==> config.mk <==
export PLATFORM = sky130hd
export DESIGN_NAME = audio_ring_dma
export DESIGN_NICKNAME = d
export VERILOG_FILES = /design/src/rtl/ardma_pkg.sv /design/src/rtl/ardma_regs.sv /design/src/rtl/ardma_engine.sv /design/src/rtl/audio_ring_dma.sv
export SDC_FILE = /design/constraint.sdc
export NUM_CORES = 1
export LEC_CHECK = 0
export ABC_AREA = 1
export BUFFER_PORTS_ARGS = -buffer_cell sky130_fd_sc_hd__buf_2
export CORE_MARGIN = 2
export CORE_UTILIZATION = 26
export CTS_BUF_LIST = sky130_fd_sc_hd__clkbuf_16
export CTS_CLUSTER_DIAMETER = 200
export DETAILED_ROUTE_END_ITERATION = 8
export HOLD_SLACK_MARGIN = 0.12
export PLACE_DENSITY_LB_ADDON = 0.12
export SLEW_MARGIN = 10
export SYNTH_ARGS = -nofsm -noshare
export SYNTH_HDL_FRONTEND = slang
export SYNTH_SLANG_ARGS = --single-unit
==> constraint.sdc <==
create_clock -name clk -period 2.4 [get_ports clk]
set_clock_uncertainty 0.05 [all_clocks]
set_input_delay 0.12 -clock clk [delete_from_list [all_inputs] [get_ports clk]]
set_output_delay 0.12 -clock clk [all_outputs]
set_load 0.02 [all_outputs]
==> src/rtl/ardma_pkg.sv <==
`timescale 1ns/1ps
package ardma_pkg;
   localparam logic [7:0] OFF_ADDR_HI  = 8'h30;
   localparam logic [7:0] OFF_ADDR_LO  = 8'h32;
   localparam logic [7:0] OFF_ADDR_TOP = 8'h34;
   localparam logic [7:0] OFF_CTRL     = 8'h36;
   localparam logic [7:0] OFF_REMAIN   = 8'h3A;

   typedef enum logic [1:0] {
      ENG_IDLE  = 2'd0,
      ENG_FETCH = 2'd1,
      ENG_SEND  = 2'd2
   } eng_state_t;
endpackage

==> src/rtl/ardma_regs.sv <==
`timescale 1ns/1ps
module ardma_regs #(
   parameter int TOP_W    = 3,
   parameter int LEN_W    = 15,
   parameter int OFS_W    = 5,
   parameter bit LOCK_TOP = 1'b1,
   localparam int BLK_AW  = TOP_W + 32 - OFS_W
) (
   input  logic              clk,
   input  logic              rst_n,
   input  logic              wen_i,
   input  logic [7:0]        addr_i,
   input  logic [15:0]       wdata_i,
   output logic [15:0]       rdata_o,
   input  logic [LEN_W-1:0]  remain_i,
   output logic              en_o,
   output logic              start_o,
   output logic [BLK_AW-1:0] start_blk_o,
   output logic [LEN_W-1:0]  start_len_o
);
   import ardma_pkg::*;

   logic [15:0]       hi_q;
   logic [15-OFS_W:0] lo_q;
   logic [TOP_W-1:0]  top_q;
   logic              en_q;
   logic [LEN_W-1:0]  len_q;
   logic              top_wen;
   logic              ctrl_wen;

   assign top_wen  = wen_i && (addr_i == OFF_ADDR_TOP);
   assign ctrl_wen = wen_i && (addr_i == OFF_CTRL);

   always_ff @(posedge clk or negedge rst_n) begin
      if (!rst_n) begin
         hi_q  <= '0;
         lo_q  <= '0;
         en_q  <= 1'b0;
         len_q <= '0;
      end else begin
         if (wen_i && addr_i == OFF_ADDR_HI) hi_q <= wdata_i;
         if (wen_i && addr_i == OFF_ADDR_LO) lo_q <= wdata_i[15:OFS_W];
         if (ctrl_wen) begin
            en_q  <= wdata_i[15];
            len_q <= wdata_i[LEN_W-1:0];
         end
      end
   end

   generate
      if (LOCK_TOP) begin : g_top_locked
         logic locked_q;
         always_ff @(posedge clk or negedge rst_n) begin
            if (!rst_n) begin
               top_q    <= '0;
               locked_q <= 1'b0;
            end else if (top_wen && !locked_q) begin
               top_q    <= wdata_i[TOP_W-1:0];
               locked_q <= 1'b1;
            end
         end
         // once the first write has landed the field never moves
         assert_top_locked_R9: assert property (@(posedge clk) disable iff (!rst_n)
            locked_q |=> $stable(top_q));
      end else begin : g_top_free
         always_ff @(posedge clk or negedge rst_n) begin
            if (!rst_n)       top_q <= '0;
            else if (top_wen) top_q <= wdata_i[TOP_W-1:0];
         end
      end
   endgenerate

   assign en_o        = en_q;
   assign start_o     = ctrl_wen && wdata_i[15] && !en_q;
   assign start_blk_o = {top_q, hi_q, lo_q};
   assign start_len_o = wdata_i[LEN_W-1:0];

   always_comb begin
      case (addr_i)
         OFF_ADDR_HI:  rdata_o = hi_q;
         OFF_ADDR_LO:  rdata_o = {lo_q, {OFS_W{1'b0}}};
         OFF_ADDR_TOP: rdata_o = 16'(top_q);
         OFF_CTRL:     rdata_o = {en_q, 15'(len_q)};
         OFF_REMAIN:   rdata_o = 16'(remain_i);
         default:      rdata_o = '0;
      endcase
   end

   // a start strobe is only ever seen on a disabled channel
   assert_start_edge_R3: assert property (@(posedge clk) disable iff (!rst_n)
      start_o |=> en_q);
endmodule

==> src/rtl/ardma_engine.sv <==
`timescale 1ns/1ps
module ardma_engine #(
   parameter int LEN_W  = 15,
   parameter int OFS_W  = 5,
   parameter int BLK_AW = 30,
   parameter int DATA_W = 256
) (
   input  logic              clk,
   input  logic              rst_n,
   input  logic              en_i,
   input  logic              start_i,
   input  logic [BLK_AW-1:0] start_blk_i,
   input  logic [LEN_W-1:0]  start_len_i,
   output logic [LEN_W-1:0]  remain_o,
   output logic              mem_req,
   output logic [BLK_AW+OFS_W-1:0] mem_addr,
   input  logic              mem_ack,
   input  logic [DATA_W-1:0] mem_data,
   output logic              blk_valid,
   output logic [DATA_W-1:0] blk_data,
   input  logic              blk_ready,
   output logic              pass_done
);
   import ardma_pkg::*;

   eng_state_t        st_q, st_d;
   logic [BLK_AW-1:0] base_q, base_d, cur_q, cur_d, req_q;
   logic [LEN_W-1:0]  len_q, len_d, rem_q, rem_d;
   logic              stale_q, stale_d;
   logic              wrap;
   logic              done_blk;
   logic              fetched;
   logic [DATA_W-1:0] buf_q;
   logic              pulse_q;

   assign done_blk = (st_q == ENG_SEND) && blk_ready;
   assign fetched  = (st_q == ENG_FETCH) && mem_ack;

   always_comb begin
      base_d  = base_q;
      len_d   = len_q;
      rem_d   = rem_q;
      cur_d   = cur_q;
      stale_d = stale_q;
      wrap    = 1'b0;
      if (start_i) begin
         base_d  = start_blk_i;
         len_d   = start_len_i;
         rem_d   = start_len_i;
         cur_d   = start_blk_i;
         stale_d = (st_q != ENG_IDLE) && !done_blk;
      end else if (done_blk) begin
         stale_d = 1'b0;
         if (!stale_q) begin
            if (rem_q == LEN_W'(1)) begin
               rem_d = len_q;
               cur_d = base_q;
               wrap  = 1'b1;
            end else begin
               rem_d = rem_q - LEN_W'(1);
               cur_d = cur_q + BLK_AW'(1);
            end
         end
      end
   end

   always_comb begin
      st_d = st_q;
      case (st_q)
         ENG_IDLE:  if (en_i && rem_q != '0) st_d = ENG_FETCH;
         ENG_FETCH: if (mem_ack) st_d = ENG_SEND;
         ENG_SEND:  if (blk_ready) st_d = (en_i && rem_d != '0) ? ENG_FETCH : ENG_IDLE;
         default:   st_d = ENG_IDLE;
      endcase
   end

   always_ff @(posedge clk or negedge rst_n) begin
      if (!rst_n) begin
         st_q    <= ENG_IDLE;
         base_q  <= '0;
         len_q   <= '0;
         rem_q   <= '0;
         cur_q   <= '0;
         req_q   <= '0;
         stale_q <= 1'b0;
         buf_q   <= '0;
         pulse_q <= 1'b0;
      end else begin
         st_q    <= st_d;
         base_q  <= base_d;
         len_q   <= len_d;
         rem_q   <= rem_d;
         cur_q   <= cur_d;
         stale_q <= stale_d;
         pulse_q <= wrap;
         if (st_d == ENG_FETCH && st_q != ENG_FETCH) req_q <= cur_d;
         if (fetched) buf_q <= mem_data;
      end
   end

   assign mem_req   = (st_q == ENG_FETCH);
   assign mem_addr  = {req_q, {OFS_W{1'b0}}};
   assign blk_valid = (st_q == ENG_SEND);
   assign blk_data  = buf_q;
   assign remain_o  = rem_q;
   assign pass_done = pulse_q;

   assert_req_hold_R4: assert property (@(posedge clk) disable iff (!rst_n)
      (mem_req && !mem_ack) |=> (mem_req && $stable(mem_addr)));
   assert_blk_hold_R4: assert property (@(posedge clk) disable iff (!rst_n)
      (blk_valid && !blk_ready) |=> (blk_valid && $stable(blk_data)));
   assert_pass_pulse_R6: assert property (@(posedge clk) disable iff (!rst_n)
      pass_done |=> !pass_done);
   assert_remain_bound_R5: assert property (@(posedge clk) disable iff (!rst_n)
      rem_q <= len_q);
   assert_live_count_R5: assert property (@(posedge clk) disable iff (!rst_n)
      (st_q == ENG_SEND && !stale_q) |-> (rem_q != '0));
   assert_zero_len_idle_R8: assert property (@(posedge clk) disable iff (!rst_n)
      (st_q == ENG_IDLE && rem_q == '0 && !start_i) |=> !mem_req);
   assert_stopped_idle_R7: assert property (@(posedge clk) disable iff (!rst_n)
      (st_q == ENG_IDLE && !en_i) |=> !mem_req);
endmodule

==> src/rtl/audio_ring_dma.sv <==
`timescale 1ns/1ps
module audio_ring_dma #(
   parameter int TOP_W     = 3,
   parameter int LEN_W     = 15,
   parameter int BLK_BYTES = 32,
   parameter bit LOCK_TOP  = 1'b1,
   localparam int OFS_W    = $clog2(BLK_BYTES),
   localparam int ADDR_W   = TOP_W + 32,
   localparam int BLK_AW   = ADDR_W - OFS_W,
   localparam int DATA_W   = BLK_BYTES * 8
) (
   input  logic              clk,
   input  logic              rst_n,
   input  logic              reg_wen,
   input  logic [7:0]        reg_addr,
   input  logic [15:0]       reg_wdata,
   output logic [15:0]       reg_rdata,
   output logic              mem_req,
   output logic [ADDR_W-1:0] mem_addr,
   input  logic              mem_ack,
   input  logic [DATA_W-1:0] mem_data,
   output logic              blk_valid,
   output logic [DATA_W-1:0] blk_data,
   input  logic              blk_ready,
   output logic              pass_done
);
   generate
      if (LEN_W < 1 || LEN_W > 15) begin : g_bad_len
         $error("LEN_W must be within 1..15");
      end
      if (TOP_W < 1 || TOP_W > 16) begin : g_bad_top
         $error("TOP_W must be within 1..16");
      end
      if (BLK_BYTES < 2 || BLK_BYTES > 256 || (1 << OFS_W) != BLK_BYTES) begin : g_bad_blk
         $error("BLK_BYTES must be a power of two within 2..256");
      end
   endgenerate

   logic              en;
   logic              start;
   logic [BLK_AW-1:0] start_blk;
   logic [LEN_W-1:0]  start_len;
   logic [LEN_W-1:0]  remain;

   ardma_regs #(
      .TOP_W(TOP_W), .LEN_W(LEN_W), .OFS_W(OFS_W), .LOCK_TOP(LOCK_TOP)
   ) regs_i (
      .clk(clk), .rst_n(rst_n),
      .wen_i(reg_wen), .addr_i(reg_addr), .wdata_i(reg_wdata), .rdata_o(reg_rdata),
      .remain_i(remain), .en_o(en), .start_o(start),
      .start_blk_o(start_blk), .start_len_o(start_len)
   );

   ardma_engine #(
      .LEN_W(LEN_W), .OFS_W(OFS_W), .BLK_AW(BLK_AW), .DATA_W(DATA_W)
   ) eng_i (
      .clk(clk), .rst_n(rst_n),
      .en_i(en), .start_i(start), .start_blk_i(start_blk), .start_len_i(start_len),
      .remain_o(remain),
      .mem_req(mem_req), .mem_addr(mem_addr), .mem_ack(mem_ack), .mem_data(mem_data),
      .blk_valid(blk_valid), .blk_data(blk_data), .blk_ready(blk_ready),
      .pass_done(pass_done)
   );
endmodule

# Word level (Yosys, flattened, before mapping)
# Cells that the tools add are included.
dict set report totals {
  wordCells 68
  input_bits 285
  ff_bits 427
  out_inout_bits 310
}
dict set report classes {
  mux 20
  n_reduce_logical 21
  eq_ne 10
  addsub 2
}
# op n
set ops {}
lappend ops {{$mux W30} 4}
lappend ops {{$pmux W16 S5} 1}
lappend ops {{$mux W15} 4}
lappend ops {{$eq A8 B6 Y1 const B} 5}
lappend ops {{$add A30 B1 Y30 const B} 1}
lappend ops {{$reduce_bool A15 Y1} 2}
lappend ops {{$eq A15 B1 Y1 const B} 1}
lappend ops {{$sub A15 B1 Y15 const B} 1}
lappend ops {{$logic_and A1 B1 Y1} 13}
lappend ops {{$mux W1} 7}
lappend ops {{$mux W2} 3}
lappend ops {{$pmux W2 S3} 1}
lappend ops {{$eq A2 B1 Y1 const B} 2}
lappend ops {{$reduce_bool A2 Y1} 2}
lappend ops {{$logic_not A1 Y1} 3}
lappend ops {{$eq A2 B2 Y1 const B} 1}
lappend ops {{$logic_not A2 Y1} 1}
lappend ops {{$ne A2 B1 Y1 const B} 1}

# Longest topological paths before layout
# Gate-level depths: netlist (run 1).
dict set report logic_depth {
  depth_word 12
  mapped_depth 22
  depth_no_buf 20
}

# Modules after synthesis
# Synthesis (run 1) repeated with hierarchy kept, for this count alone.
dict set report unflattened {
  hier_cells 1844
  hier_area_um2 18809.3
}
# module cells_each seq_area_each_um2 area_each_um2 n_inst
set modules_own_cells {}
lappend modules_own_cells {ardma_engine 1490 9509.1 16169.3 1}
lappend modules_own_cells {ardma_regs 354 1176.1 2640.0 1}

# Worst setup path after synthesis (run 1)
# No wires, ideal clock.
dict set report synth_timing {
  path_type {register to register}
  from {register eng_i.st_q[1]}
  to {register eng_i.buf_q[215] (netlist: eng_i.blk_data[215])}
  path_slack_ns 0.017
  arrival_time_ns 2.208
  setup_time_ns 0.125
  period_less_slack_ns 2.383
  path_stages_with_launch 7
  path_buffers 2
  t_required_ns 2.225
  cell_sequence {dfrtp_1 nor2_1 inv_1 nor2_1 clkbuf_1 clkbuf_1 mux2_2}
}
dict set report synth_via {
  elab_chain_len 2
}
# item line_no
set synth_rtl {}
lappend synth_rtl {{from (decl)} ardma_engine.sv:26} ;# eng_state_t st_q, st_d;
lappend synth_rtl {{from (signal assigned)} ardma_engine.sv:89} ;# st_q <= st_d;
lappend synth_rtl {{$eq A2 B1 Y1} --}
lappend synth_rtl {{named net mem_req} audio_ring_dma.sv:18} ;# output logic mem_req,
lappend synth_rtl {{$logic_and A1 B1 Y1} ardma_engine.sv:37} ;# assign fetched = (st_q == ENG_FETCH) && mem_ack;
lappend synth_rtl {{to (signal assigned)} ardma_engine.sv:97} ;# if (fetched) buf_q <= mem_data;
lappend synth_rtl {{to (decl)} ardma_engine.sv:33} ;# logic [DATA_W-1:0] buf_q;
# The timed path passes the listed nets, and every way through them passes these cells.
# A chain may end at the register's enable or synchronous reset.

# Worst setup path in the final report (run 1)
dict set report layout_timing {
  from {register eng_i.rem_q[0] (netlist: eng_i.remain_o[0])}
  to {register eng_i.req_q[23]}
}
dict set report layout_via {
  elab_chain_len 12
  word_cells_on_any_way 20
  classes_between {1 x add/sub; 2 x eq/ne; 12 x mux; 5 x reduce/logical}
}
# item line_no
set layout_rtl {}
lappend layout_rtl {{from (decl)} ardma_engine.sv:28} ;# logic [LEN_W-1:0] len_q, len_d, rem_q, rem_d;
lappend layout_rtl {{from (signal assigned)} ardma_engine.sv:92} ;# rem_q <= rem_d;
lappend layout_rtl {{$sub A15 B1 Y15 or $eq A15 B1 Y1 (tied branches)} {ardma_engine.sv:60, ardma_engine.sv:55}}
lappend layout_rtl {{$mux W15} ardma_engine.sv:55} ;# if (rem_q == LEN_W'(1)) begin
lappend layout_rtl {{$mux W15} ardma_engine.sv:54} ;# if (!stale_q) begin
lappend layout_rtl {{$mux W15} ardma_engine.sv:52} ;# end else if (done_blk) begin
lappend layout_rtl {{$mux W15} ardma_engine.sv:46} ;# if (start_i) begin
lappend layout_rtl {{$reduce_bool A15 Y1} ardma_engine.sv:72} ;# ENG_SEND: if (blk_ready) st_d = (en_i && rem_d != '0) ? ENG_FETCH : ENG_IDLE;
lappend layout_rtl {{$logic_and A1 B1 Y1} ardma_engine.sv:72}
lappend layout_rtl {{$mux W1} ardma_engine.sv:72}
lappend layout_rtl {{$mux W2} ardma_engine.sv:72}
lappend layout_rtl {{$pmux W2 S3} ardma_engine.sv:69} ;# case (st_q)
lappend layout_rtl {{$eq A2 B1 Y1} ardma_engine.sv:96} ;# if (st_d == ENG_FETCH && st_q != ENG_FETCH) req_q <= cur_d;
lappend layout_rtl {{$logic_and A1 B1 Y1} ardma_engine.sv:96}
lappend layout_rtl {{to (signal assigned)} ardma_engine.sv:96}
lappend layout_rtl {{to (decl)} ardma_engine.sv:27} ;# logic [BLK_AW-1:0] base_q, base_d, cur_q, cur_d, req_q;
# Several ways; a longest one is shown, not always the timed one.

==> results of run 1 <==
[flip-flops by register name, summed over array words and instances (netlist names)]
register	count
regs_i.g_top_locked.locked_q	1
eng_i.cur_q	30
regs_i.en_o	1
regs_i.hi_q	16
eng_i.blk_data	256
eng_i.remain_o	15
eng_i.stale_q	1
eng_i.len_q	15
eng_i.req_q	30
regs_i.top_q	3
regs_i.len_q	15
regs_i.lo_q	11
eng_i.base_q	30
eng_i.pass_done	1
eng_i.st_q	2
[final cells by class]
cell class                 count  area [um2]
antenna                        4       10.01
multi-input combinational   1085        6973
tap                          931        1165
timing repair buffer        1043        7456
clock inverter                42       430.4
sequential                   427       10690
fill                        6827       40350
inverter                     114       430.4
clock buffer                  53        1326
[stage by stage]
| step | worst slack [ns] | hold slack [ns] | util [%] |
|---|---|---|---|
| global route | -0.3630 | 0.2122 | 41.37 |
| finish | -0.2135 | 0.1914 | 41.37 |
| detailed placement | -0.2809 | 0.1194 | 33.83 |
| floorplan | 0.01698 | -0.2256 | - |
| CTS | -0.1218 | 0.1628 | 41.10 |
| global placement | -0.2491 | 0.1151 | 33.83 |
[critical path, cell delays in order (launching register included)]
cell	delay [ns]
dfrtp_1	0.44
ha_4	0.19
nand2_4	0.07
nor2_4	0.04
nand2_4	0.13
buf_6	0.15
buf_4	0.11
nand3_1	0.08
nand2_1	0.06
nand2_1	0.06
a21oi_2	0.15
nand2_1	0.10
nor2_1	0.12
nand3_2	0.13
nand2_4	0.11
nand2_8	0.11
nand2_8	0.14
clkbuf_16	0.17
nand2_1	0.05
nand2_1	0.05
[kinds of logic after synthesis]
logic type	after synthesis	share of synthesized area (%)
other	1	0.02064
xor gates and xnor gates	9	0.4340
and+or+nand+nor	637	14.62
AOI/OAI and AO/OA	175	5.586
muxes	256	15.87
buffers and inverters	197	4.436
DFF	427	58.82
adders and majority gates	3	0.2067
[worst max path at each step]
| stage | startpoint | to | slack (ns) | cells after the start |
|---|---|---|---|---|
| after floorplan | eng_i.st_q[1]$_DFF_PN0_ | eng_i.blk_data[215]$_DFFE_PN0P_ | 0.02 | 6 |
| after global placement | eng_i.st_q[0]$_DFF_PN0_ | eng_i.req_q[28]$_DFFE_PN0P_ | -0.25 | 19 |
| after detailed placement | eng_i.remain_o[1]$_DFF_PN0_ | eng_i.req_q[0]$_DFFE_PN0P_ | -0.28 | 20 |
| after CTS | eng_i.remain_o[0]$_DFF_PN0_ | eng_i.req_q[27]$_DFFE_PN0P_ | -0.12 | 20 |
| after global routing | eng_i.remain_o[1]$_DFF_PN0_ | eng_i.req_q[15]$_DFFE_PN0P_ | -0.36 | 20 |
| final | eng_i.remain_o[0]$_DFF_PN0_ | eng_i.req_q[23]$_DFFE_PN0P_ | -0.21 | 19 |
[cells in the mapped netlist, types with 2 or more instances]
cell type / n / share of area [%]
o211ai_1: 12 / 0.50
clkbuf_1: 58 / 1.2
mux2_2: 256 / 16
o2111ai_1: 9 / 0.43
ha_1: 3 / 0.21
nor2_4: 3 / 0.19
nand2_2: 3 / 0.10
buf_2: 8 / 0.22
buf_1: 7 / 0.14
nand2_4: 2 / 0.12
o21ai_1: 4 / 0.11
xor2_1: 9 / 0.43
buf_4: 5 / 0.21
o21ai_0: 107 / 2.9
a21oi_1: 16 / 0.44
o221ai_1: 7 / 0.34
nor3_1: 17 / 0.47
nor2_1: 61 / 1.3
dfrtp_1: 427 / 59
inv_1: 108 / 2.2
inv_2: 5 / 0.10
nor4_1: 5 / 0.17
a31oi_1: 2 / 0.069
nand2_1: 427 / 8.8
a22oi_1: 4 / 0.17
a211oi_1: 3 / 0.12
nand4_1: 16 / 0.55
buf_6: 5 / 0.31
nand3_1: 93 / 2.6
o21bai_1: 4 / 0.17
o22ai_1: 3 / 0.10
nor2_2: 5 / 0.17
or2_2: 3 / 0.10
[power breakdown]
part	internal (mW)	switching (mW)	total [mW]
Clock	4.96	3.26	8.22
Combinational	5.17	7.88	13.1
Sequential	9.89	1.56	11.5
[timing repair]
| item | 4_1_cts | 5_1_grt |
|---|---|---|
| endpoints found under the setup margin | 31 | 45 |
| hold buffers | 286 | 0 |
| endpoints found under the hold margin | 758 | 0 |
| pin swaps | 4 | 3 |
| buffers inserted | 11 | 1 |
| gates resized for setup | 57 | 32 |
| cloned | 2 | 3 |
[metal layers]
layer | vias up | global-route usage [%] | wire [um]
met5 | - | 0 | 0
met4 | 0 | 5.421 | 1724
met3 | 105 | 5.654 | 5066
met2 | 438 | 37.78 | 39450
met1 | 8076 | 25.24 | 31080
li1 | 7744 | - | -
==> out/qor.txt, run 1 <==
CP startpoint kind - flop
commonest non-fill, non-tap cells in the layout - 588 x buf_2, 427 x dfrtp_1, 401 x nand2_1
first-pass GRT wire length - 113200 um
Post-Layout Cell Count - 3699
# nets final - 3011
Mean Syn Cell Area - 10.65 um2
layout cell share with drive strength beyond 1 - 42.51%
Synth warnings - 0
clk slew on worst S/H paths - 0.06 ns
VDD IR max - 0.6774 mV
dpl cells - 3297
Placed Area - 23280 um2
Hold EP - eng_i.blk_data[162]$_DFFE_PN0P_
Critical R2R Capture - eng_i.req_q[23]$_DFFE_PN0P_
Slew Limit Fails - 0
Root Driver - clkbuf_16
Hold Crit Depth - 5
final setup fails - 31
vias per cell - 4.424
Clock Latency Late Sink - 0.60 ns
Tot GR Track Use - 21.22%
Worst-Margin Slew - 0.6660 ns
failing checks - setup timing
status - finished, violations left
H-tree levels - 2
Finished Cell Area - 28480 um2
CTS Buffer Depth - 3
IO buf count - 589
Seq/Total Area, Yosys - 58.82%
Die X - 268.3 um
initial antenna violation count - 7
Reg2Reg Setup Slack - -0.21 ns
Site Rows - 96
drt first-iter violations - 790
vias in the first global route - 17560
ys flop type - dfrtp_1
DRC viols - 0
Worst slew margin - 55.49%
largest net degree at the start of global routing - 67
vias - 16360
Hold Violations, Final - 0
reg2reg path depth - 19
CTS buffer count - 52
Worst setup EP type - flop
final worst slack - -0.2135 ns
IO Pins - 595
PD cells - 1149 nW/um2
total detailed-routing wirelength - 77320 um
core area - 68830 um2
Crit Path Category - reg -> reg
area delta synth->final - 56.76%
Peak Freq - 382.6 MHz
EDFF count, synth - 0
Hold Crit Start - mem_ack
RSZ-0062 raised after global routing - yes
#FFs+latches synth - 427
CP Max Fanout - 11
MaxCap Viol Count - 0
Leakage Power - 14.22 nW
Final period util - 108.9%
Die H - 268.3 um
Critical Path AT - 3.08 ns
Final Wtd Congestion - 0.8777
Final ANT Viol Nets - 0
commonest non-fill, non-tap cell in the layout - buf_2
Synth Cell Area - 18160 um2
Crit Reg-Reg Startpoint - eng_i.remain_o[0]$_DFF_PN0_
GRT Residual Overflow - 0
ys async rst share - 100.0%
Detailed Routing Iterations Pass 1 - 5
DPL Wire Length - 59360 um
Hold Crit Class - in -> reg
setup_tns - -5.788 ns
Post-Syn Instances - 1705
Synth cell types - 41
fin crit period - 2.614 ns
Overall Power - 32.72 mW
Sink Count - 427
routed len/inst - 20.90 um
die area - 72000 um2
CTS tree - yes
starting density of the core - 26.39%
Req. time, crit path - 2.87 ns
Note: power is estimated with default switching activity, not from simulation.
==> inputs of run 2 (changes only) <==
--- a/config.mk
+++ b/config.mk
@@ -17,4 +17,5 @@
 export SLEW_MARGIN = 10
 export SYNTH_ARGS = -nofsm -noshare
 export SYNTH_HDL_FRONTEND = slang
+export SYNTH_HIERARCHICAL = 1
 export SYNTH_SLANG_ARGS = --single-unit
==> constraint.sdc (replaced) <==
create_clock -name clk -period 2.8 [get_ports clk]
set_clock_uncertainty 0.05 [all_clocks]
set_input_delay 0.14 -clock clk [delete_from_list [all_inputs] [get_ports clk]]
set_output_delay 0.14 -clock clk [all_outputs]
set_load 0.02 [all_outputs]
==> run 2 against run 1 <==
Sequential power fell by 15%. Die area increased by 3.5%. Combinational power down 25%. Total power is 21% lower. Largest cell class unchanged. Critical path depth rose by 1. Largest power group is now registers. The flow now finishes without violations.
==> out/qor.txt, run 2 <==
ys flop type - dfrtp_1
Peak Freq - 383.1 MHz
clk slew on worst S/H paths - 0.06 ns
Final ANT Viol Nets - 0
FILL cells - 7282
Synth cell types - 40
slowest stage cell, crit path - dfrtp_1
ys async rst share - 100.0%
Placed Area - 22940 um2
#FFs+latches synth - 427
EDFF count, synth - 0
post-synthesis mux area share - 15.33%
CP cell instances - inv_2 > ha_1 > nand2_1 > nor2_4 > buf_6 > nand3_1 > nand2_1 > inv_1 > nand2_1 > nand2_1 > a21boi_2 > nand3_1 > nor2_2 > nand2_2 > nand2_2 > nand2_4 > nand2_8 > clkbuf_16 > nand2_1 > nand2_1
IO buf count - 589
Seq/Total Area, Yosys - 56.81%
core area - 71610 um2
Synth area leader - dfrtp_1
RSZ-0062 raised after global routing - yes
cell mode on critical path - nand2_1
Slew Limit Fails - 0
DRC viols - 0
multi-input combinational cell area - 7097 um2
initial antenna violation count - 9
IO Pins - 595
Die H - 273.0 um
Compound-Gate Fraction of Synth Area - 4.743%
fraction of the mapped netlist area in adder cells - 0.1996%
Final period util - 93.23%
commonest non-fill, non-tap cells in the layout - 588 x buf_2, 453 x nand2_1, 425 x dfrtp_1
crit-path max cell delay - 0.39 ns
DPL Wire Length - 57060 um
fin crit period - 2.610 ns
Synth top cells by count - 456 x nand2_1, 427 x dfrtp_1, 256 x mux2_2, 152 x nand3_1, 146 x inv_1
Critical R2R Capture - eng_i/req_q[16]$_DFFE_PN0P_
Hold Violations, Final - 0
routed len/inst - 20.37 um
Die X - 273.0 um
VDD IR max - 0.5986 mV
Bufs and invs on worst path - 4
die area - 74510 um2
cell with the most instances after synthesis - nand2_1
Finished Cell Area - 27570 um2
FF/Latch Area - 10690 um2
Worst path top cell family by delay - simple AND/OR/NAND/NOR gates
Synth warnings - 6
Critical Path AT - 3.07 ns
H-tree levels - 2
Req. time, crit path - 3.26 ns
# nets final - 3012
MaxCap Viol Count - 0
Root Driver - clkbuf_16
CTS tree - yes
Synth Cell Area - 18810 um2
Detailed Routing Iterations Pass 1 - 5
layout cell share with drive strength beyond 1 - 37.02%
GRT Residual Overflow - 0
Worst setup EP type - flop
Sink Count - 427
status - finished clean
Site Rows - 98
Final Wtd Congestion - 0.8623
Reg2Reg Setup Slack - 0.19 ns
total detailed-routing wirelength - 75800 um
drt first-iter violations - 896
CTS Buffer Depth - 3
share of the synthesized area in the top cell type - 56.81%
xor/xnor share of the synthesized area - 0.3725%
vias - 16510
Leakage Power - 13.85 nW
vias in the first global route - 17450
Hold Crit Class - in -> async
vias per cell - 4.438
Post-Syn Instances - 1844
CP startpoint kind - flop
Crit Path Category - reg -> reg
Placement Setup Slack - 0.01546 ns
CP Max Fanout - 10
Crit Reg-Reg Startpoint - eng_i/remain_o[1]$_DFF_PN0_
first-pass GRT wire length - 112300 um
Tot GR Track Use - 19.97%
final setup fails - 0
largest net degree at the start of global routing - 84
hold slack - 0.2011 ns
commonest non-fill, non-tap cell in the layout - buf_2
Post-Synth Simple-Gate Area - 16.32%
Synth area leaders - dfrtp_1 57%, mux2_2 15%, nand2_1 9.1%, nand3_1 4.0%, inv_1 2.9%
starting density of the core - 26.27%
reg2reg path depth - 20
largest family of logic cells by synthesized area - simple AND/OR/NAND/NOR gates
area delta synth->final - 46.56%
max reg flops - 256
Mean Syn Cell Area - 10.20 um2
PD cells - 939.6 nW/um2
final worst slack - 0.1896 ns
Worst slew margin - 54.48%
Clock Latency Late Sink - 0.59 ns
CTS buffer count - 50
Worst-Margin Slew - 0.6821 ns
==> run 2: cell families after synthesis <==
| group | Yosys count |
|---|---|
| and+or+nand+nor | 722 |
| DFF | 427 |
| buffers and inverters | 261 |
| muxes | 256 |
| AOI/OAI and AO/OA | 166 |
| xor gates and xnor gates | 8 |
| adders and majority gates | 3 |
| other | 1 |
==> run 2: layout make-up <==
class | count | area share, %
clock buffer | 50 | 4.539
clock inverter | 41 | 1.062
multi-input combinational | 1161 | 25.74
timing repair buffer | 933 | 23.44
sequential | 427 | 38.77
antenna | 8 | 0.07262
inverter | 151 | 2.056
tap | 950 | 4.312
==> run 2: repair_timing <==
item / in CTS / in global routing
endpoints found under the hold margin: 763 / 0
cloned: 0 / 2
setup buffers: 0 / 4
resized for setup: 1 / 35
setup endpoints to repair: 13 / 33
pin swaps: 0 / 6
hold buffers: 285 / 0
==> run 2: worst reg2reg max path, cell delays in order, from the launching register on <==
cell and delay [ns]:
dfrtp_1 0.39, inv_2 0.09, ha_1 0.15, nand2_1 0.09
nor2_4 0.24, buf_6 0.17, nand3_1 0.07, nand2_1 0.06
inv_1 0.04, nand2_1 0.06, nand2_1 0.06, a21boi_2 0.14
nand3_1 0.09, nor2_2 0.15, nand2_2 0.08, nand2_2 0.08
nand2_4 0.11, nand2_8 0.14, clkbuf_16 0.18, nand2_1 0.06
nand2_1 0.05
==> run 2: report_power, final <==
part | switching (mW) | internal (mW) | leakage, nW | total [mW]
combinational | 6.04 | 3.73 | 7.76 | 9.77
clock | 2.71 | 3.60 | 0.808 | 6.30
sequential | 1.38 | 8.45 | 5.28 | 9.83
==> run 2: per-layer routing <==
layer | global-route usage (%) | up-vias | wire [um]
met5 | 0 | - | 7
met4 | 5.321 | 2 | 1906
met3 | 4.551 | 93 | 4121
met2 | 35.70 | 412 | 39270
met1 | 24.05 | 8193 | 30490
li1 | - | 7812 | -
==> run 2: worst max path at each step <==
stage | start | cells past startpoint | end
3_5_place_dp | eng_i/remain_o[0]$_DFF_PN0_ | 20 | eng_i/req_q[19]$_DFFE_PN0P_
2_1_floorplan | reg_addr[0] | 14 | eng_i/req_q[10]$_DFFE_PN0P_
6_report | eng_i/remain_o[1]$_DFF_PN0_ | 20 | eng_i/req_q[16]$_DFFE_PN0P_
3_3_place_gp | eng_i/remain_o[0]$_DFF_PN0_ | 21 | eng_i/req_q[1]$_DFFE_PN0P_
4_1_cts | reg_addr[4] | 10 | reg_rdata[15]
5_1_grt | eng_i/remain_o[1]$_DFF_PN0_ | 20 | eng_i/req_q[5]$_DFFE_PN0P_
==> run 2: metrics by stage <==
step	cells	utilization (%)	TNS, ns	power (mW)
2_1_floorplan	1848	-	0	15.00
3_5_place_dp	3331	32.03	0	19.34
4_1_cts	3707	38.19	0	26.19
5_1_grt	3719	38.49	-0.1418	27.39
3_3_place_gp	3331	32.03	0	19.29
6_report	3721	38.50	0	25.90
==> inputs of run 3 (changes only) <==
--- a/config.mk
+++ b/config.mk
@@ -7,13 +7,14 @@
 export LEC_CHECK = 0
 export ABC_AREA = 1
 export BUFFER_PORTS_ARGS = -buffer_cell sky130_fd_sc_hd__buf_2
+export CAP_MARGIN = 20
 export CORE_MARGIN = 2
 export CORE_UTILIZATION = 26
 export CTS_BUF_LIST = sky130_fd_sc_hd__clkbuf_16
 export CTS_CLUSTER_DIAMETER = 200
 export DETAILED_ROUTE_END_ITERATION = 8
+export GPL_TIMING_DRIVEN = 0
 export HOLD_SLACK_MARGIN = 0.12
-export PLACE_DENSITY_LB_ADDON = 0.12
 export SLEW_MARGIN = 10
 export SYNTH_ARGS = -nofsm -noshare
 export SYNTH_HDL_FRONTEND = slang
==> run 3 against run 2 <==
Clock power grew 3%. Clock-buffer cell count unchanged. Cell area grew 1.3%. Wire length is 3.2% lower. Sequential power fell by 0.4%. Combinational power is 1% lower. Critical path type is now in -> reg. Worst setup slack worse by 0.15 ns. Cell count up 1.8%. Non-clock buffer count increased by 70. Critical path depth shrank 9. Sequential share of layout area fell by 0.48 points.
==> out/qor.txt, run 3 (synthesis gave the netlist of run 2 again) <==
IO Pins - 595
Tot GR Track Use - 19.23%
Critical Path AT - 3.25 ns
reg2reg path depth - 7
status - finished clean
final setup fails - 0
PD cells - 928.5 nW/um2
max reg flops - 256
power share of the combinational group - 37.3%
CTS Buffer Depth - 3
GRT Residual Overflow - 0
vias per cell - 4.485
CP Max Fanout - 10
commonest non-fill, non-tap cells in the layout - 609 x buf_2, 447 x nand2_1, 421 x dfrtp_1
Crit Reg-Reg Startpoint - regs_i/en_o$_DFFE_PN0P_
Hold Violations, Final - 0
clk slew on worst S/H paths - 0.06 ns
# nets final - 3080
Detailed Routing Iterations Pass 1 - 5
Req. time, crit path - 3.29 ns
first-pass GRT wire length - 109600 um
Worst slew margin - 46.17%
Critical R2R Capture - eng_i/base_q[12]$_DFFE_PN0P_
Overall Power - 25.93 mW
Hold Crit Depth - 3
Final Wtd Congestion - 0.9237
final worst slack - 0.04101 ns
CP endpoint - eng_i/base_q[12]$_DFFE_PN0P_
CP Launch Point - reg_wen
clock power share - 24.9%
H-tree levels - 2
Hold Crit Class - in -> reg
CTS tree - yes
total detailed-routing wirelength - 73360 um
drt first-iter violations - 1011
Placement Setup Slack - -1.181 ns
routed len/inst - 19.37 um
IO buf count - 589
Final period util - 98.54%
core area - 71610 um2
Reg2Reg Setup Slack - 0.10 ns
largest net degree at the start of global routing - 105
Die X - 273.0 um
Worst setup EP type - flop
VDD IR max - 0.7145 mV
Final Core Density - 39.00%
fin crit period - 2.759 ns
Final ANT Viol Nets - 0
vias - 16980
initial antenna violation count - 6
Slew Limit Fails - 0
die area - 74510 um2
FILL cells - 7034
Root Driver - clkbuf_16
Peak Freq - 362.5 MHz
Clock Latency Late Sink - 0.61 ns
Worst-Margin Slew - 0.8074 ns
Switching Share - 39.04%
commonest non-fill, non-tap cell in the layout - buf_2
Site Rows - 98
DRC viols - 0
Die H - 273.0 um
sequential power share - 37.8%
layout cell share with drive strength beyond 1 - 37.97%
Leakage Power - 14.05 nW
P_int - 15.81 mW
CP startpoint kind - input port
hold slack - 0.2557 ns
vias in the first global route - 17790
MaxCap Viol Count - 0
DPL Wire Length - 54640 um
starting density of the core - 26.27%
CTS buffer count - 49
area delta synth->final - 48.47%
Crit Path Category - in -> reg
Sink Count - 427
Net Switching - 10.12 mW
run 3: final cells by class:
type                       instances  area (um2)  share of cell area [%]
clock inverter                    40       347.8                   1.246
timing repair buffer             893        6078                   21.77
multi-input combinational       1160        7104                   25.44
sequential                       427       10690                   38.29
antenna                            6       15.01                 0.05377
inverter                         151       566.8                   2.030
clock buffer                      50        1251                   4.480
buffer                           110       680.7                   2.437
tap                              950        1189                   4.256
run 3: power by group through the flow:
stage               sequential [mW]  combinational, mW  clock, mW
CTS                            9.73               9.72       6.63
detailed placement             9.77               9.32          0
finish                         9.79               9.67       6.46
global route                   10.1               10.3       6.88
floorplan                      12.2               2.78          0
global placement               9.72               9.26          0
run 3: timing repair:
item | 4_1_cts | 5_1_grt
hold endpoints to repair | 572 | 1
pin swaps | 4 | 7
gates resized for setup | 38 | 62
hold buffers | 295 | 1
buffers inserted | 3 | 1
setup endpoints to repair | 354 | 94
run 3: worst min-delay path by stage:
stage	startpoint	to	slack, ns
3_3_place_gp	blk_ready	eng_i/st_q[1]$_DFF_PN0_	0.31
5_1_grt	mem_data[110]	eng_i/blk_data[110]$_DFFE_PN0P_	0.22
3_5_place_dp	rst_n	eng_i/blk_data[105]$_DFFE_PN0P_	0.05
2_1_floorplan	rst_n	eng_i/base_q[0]$_DFFE_PN0P_	-0.21
6_report	mem_data[37]	eng_i/blk_data[37]$_DFFE_PN0P_	0.26
4_1_cts	mem_data[113]	eng_i/blk_data[113]$_DFFE_PN0P_	-0.29
run 3: through the flow:
| stage | TNS, ns | instance area, um2 | cells |
|---|---|---|---|
| 3_3_place_gp | -3275.26 | 22960 | 3387 |
| 6_report | 0 | 27930 | 3787 |
| 3_5_place_dp | -155.94 | 23080 | 3391 |
| 2_1_floorplan | 0 | 18820 | 1848 |
| 5_1_grt | -0.7620 | 27920 | 3786 |
| 4_1_cts | -0.03113 | 27760 | 3779 |
run 3: per-layer routing:
layer / global-route usage, % / part of all wire, %
met5: 0 / 0
met4: 6.917 / 3.6
met3: 5.975 / 8.2
met2: 33.15 / 50
met1: 22.47 / 39
run 3: worst max-delay path, cell delays in order:
cell and delay (ns):
dlygate4sd3_1 0.56, buf_2 0.19, nand3_2 0.13, buf_4 0.13, nor3_2 0.04, inv_1 0.07
clkbuf_1 0.61, clkbuf_1 0.56, clkbuf_1 0.61, nand2_1 0.13, nand2_1 0.09
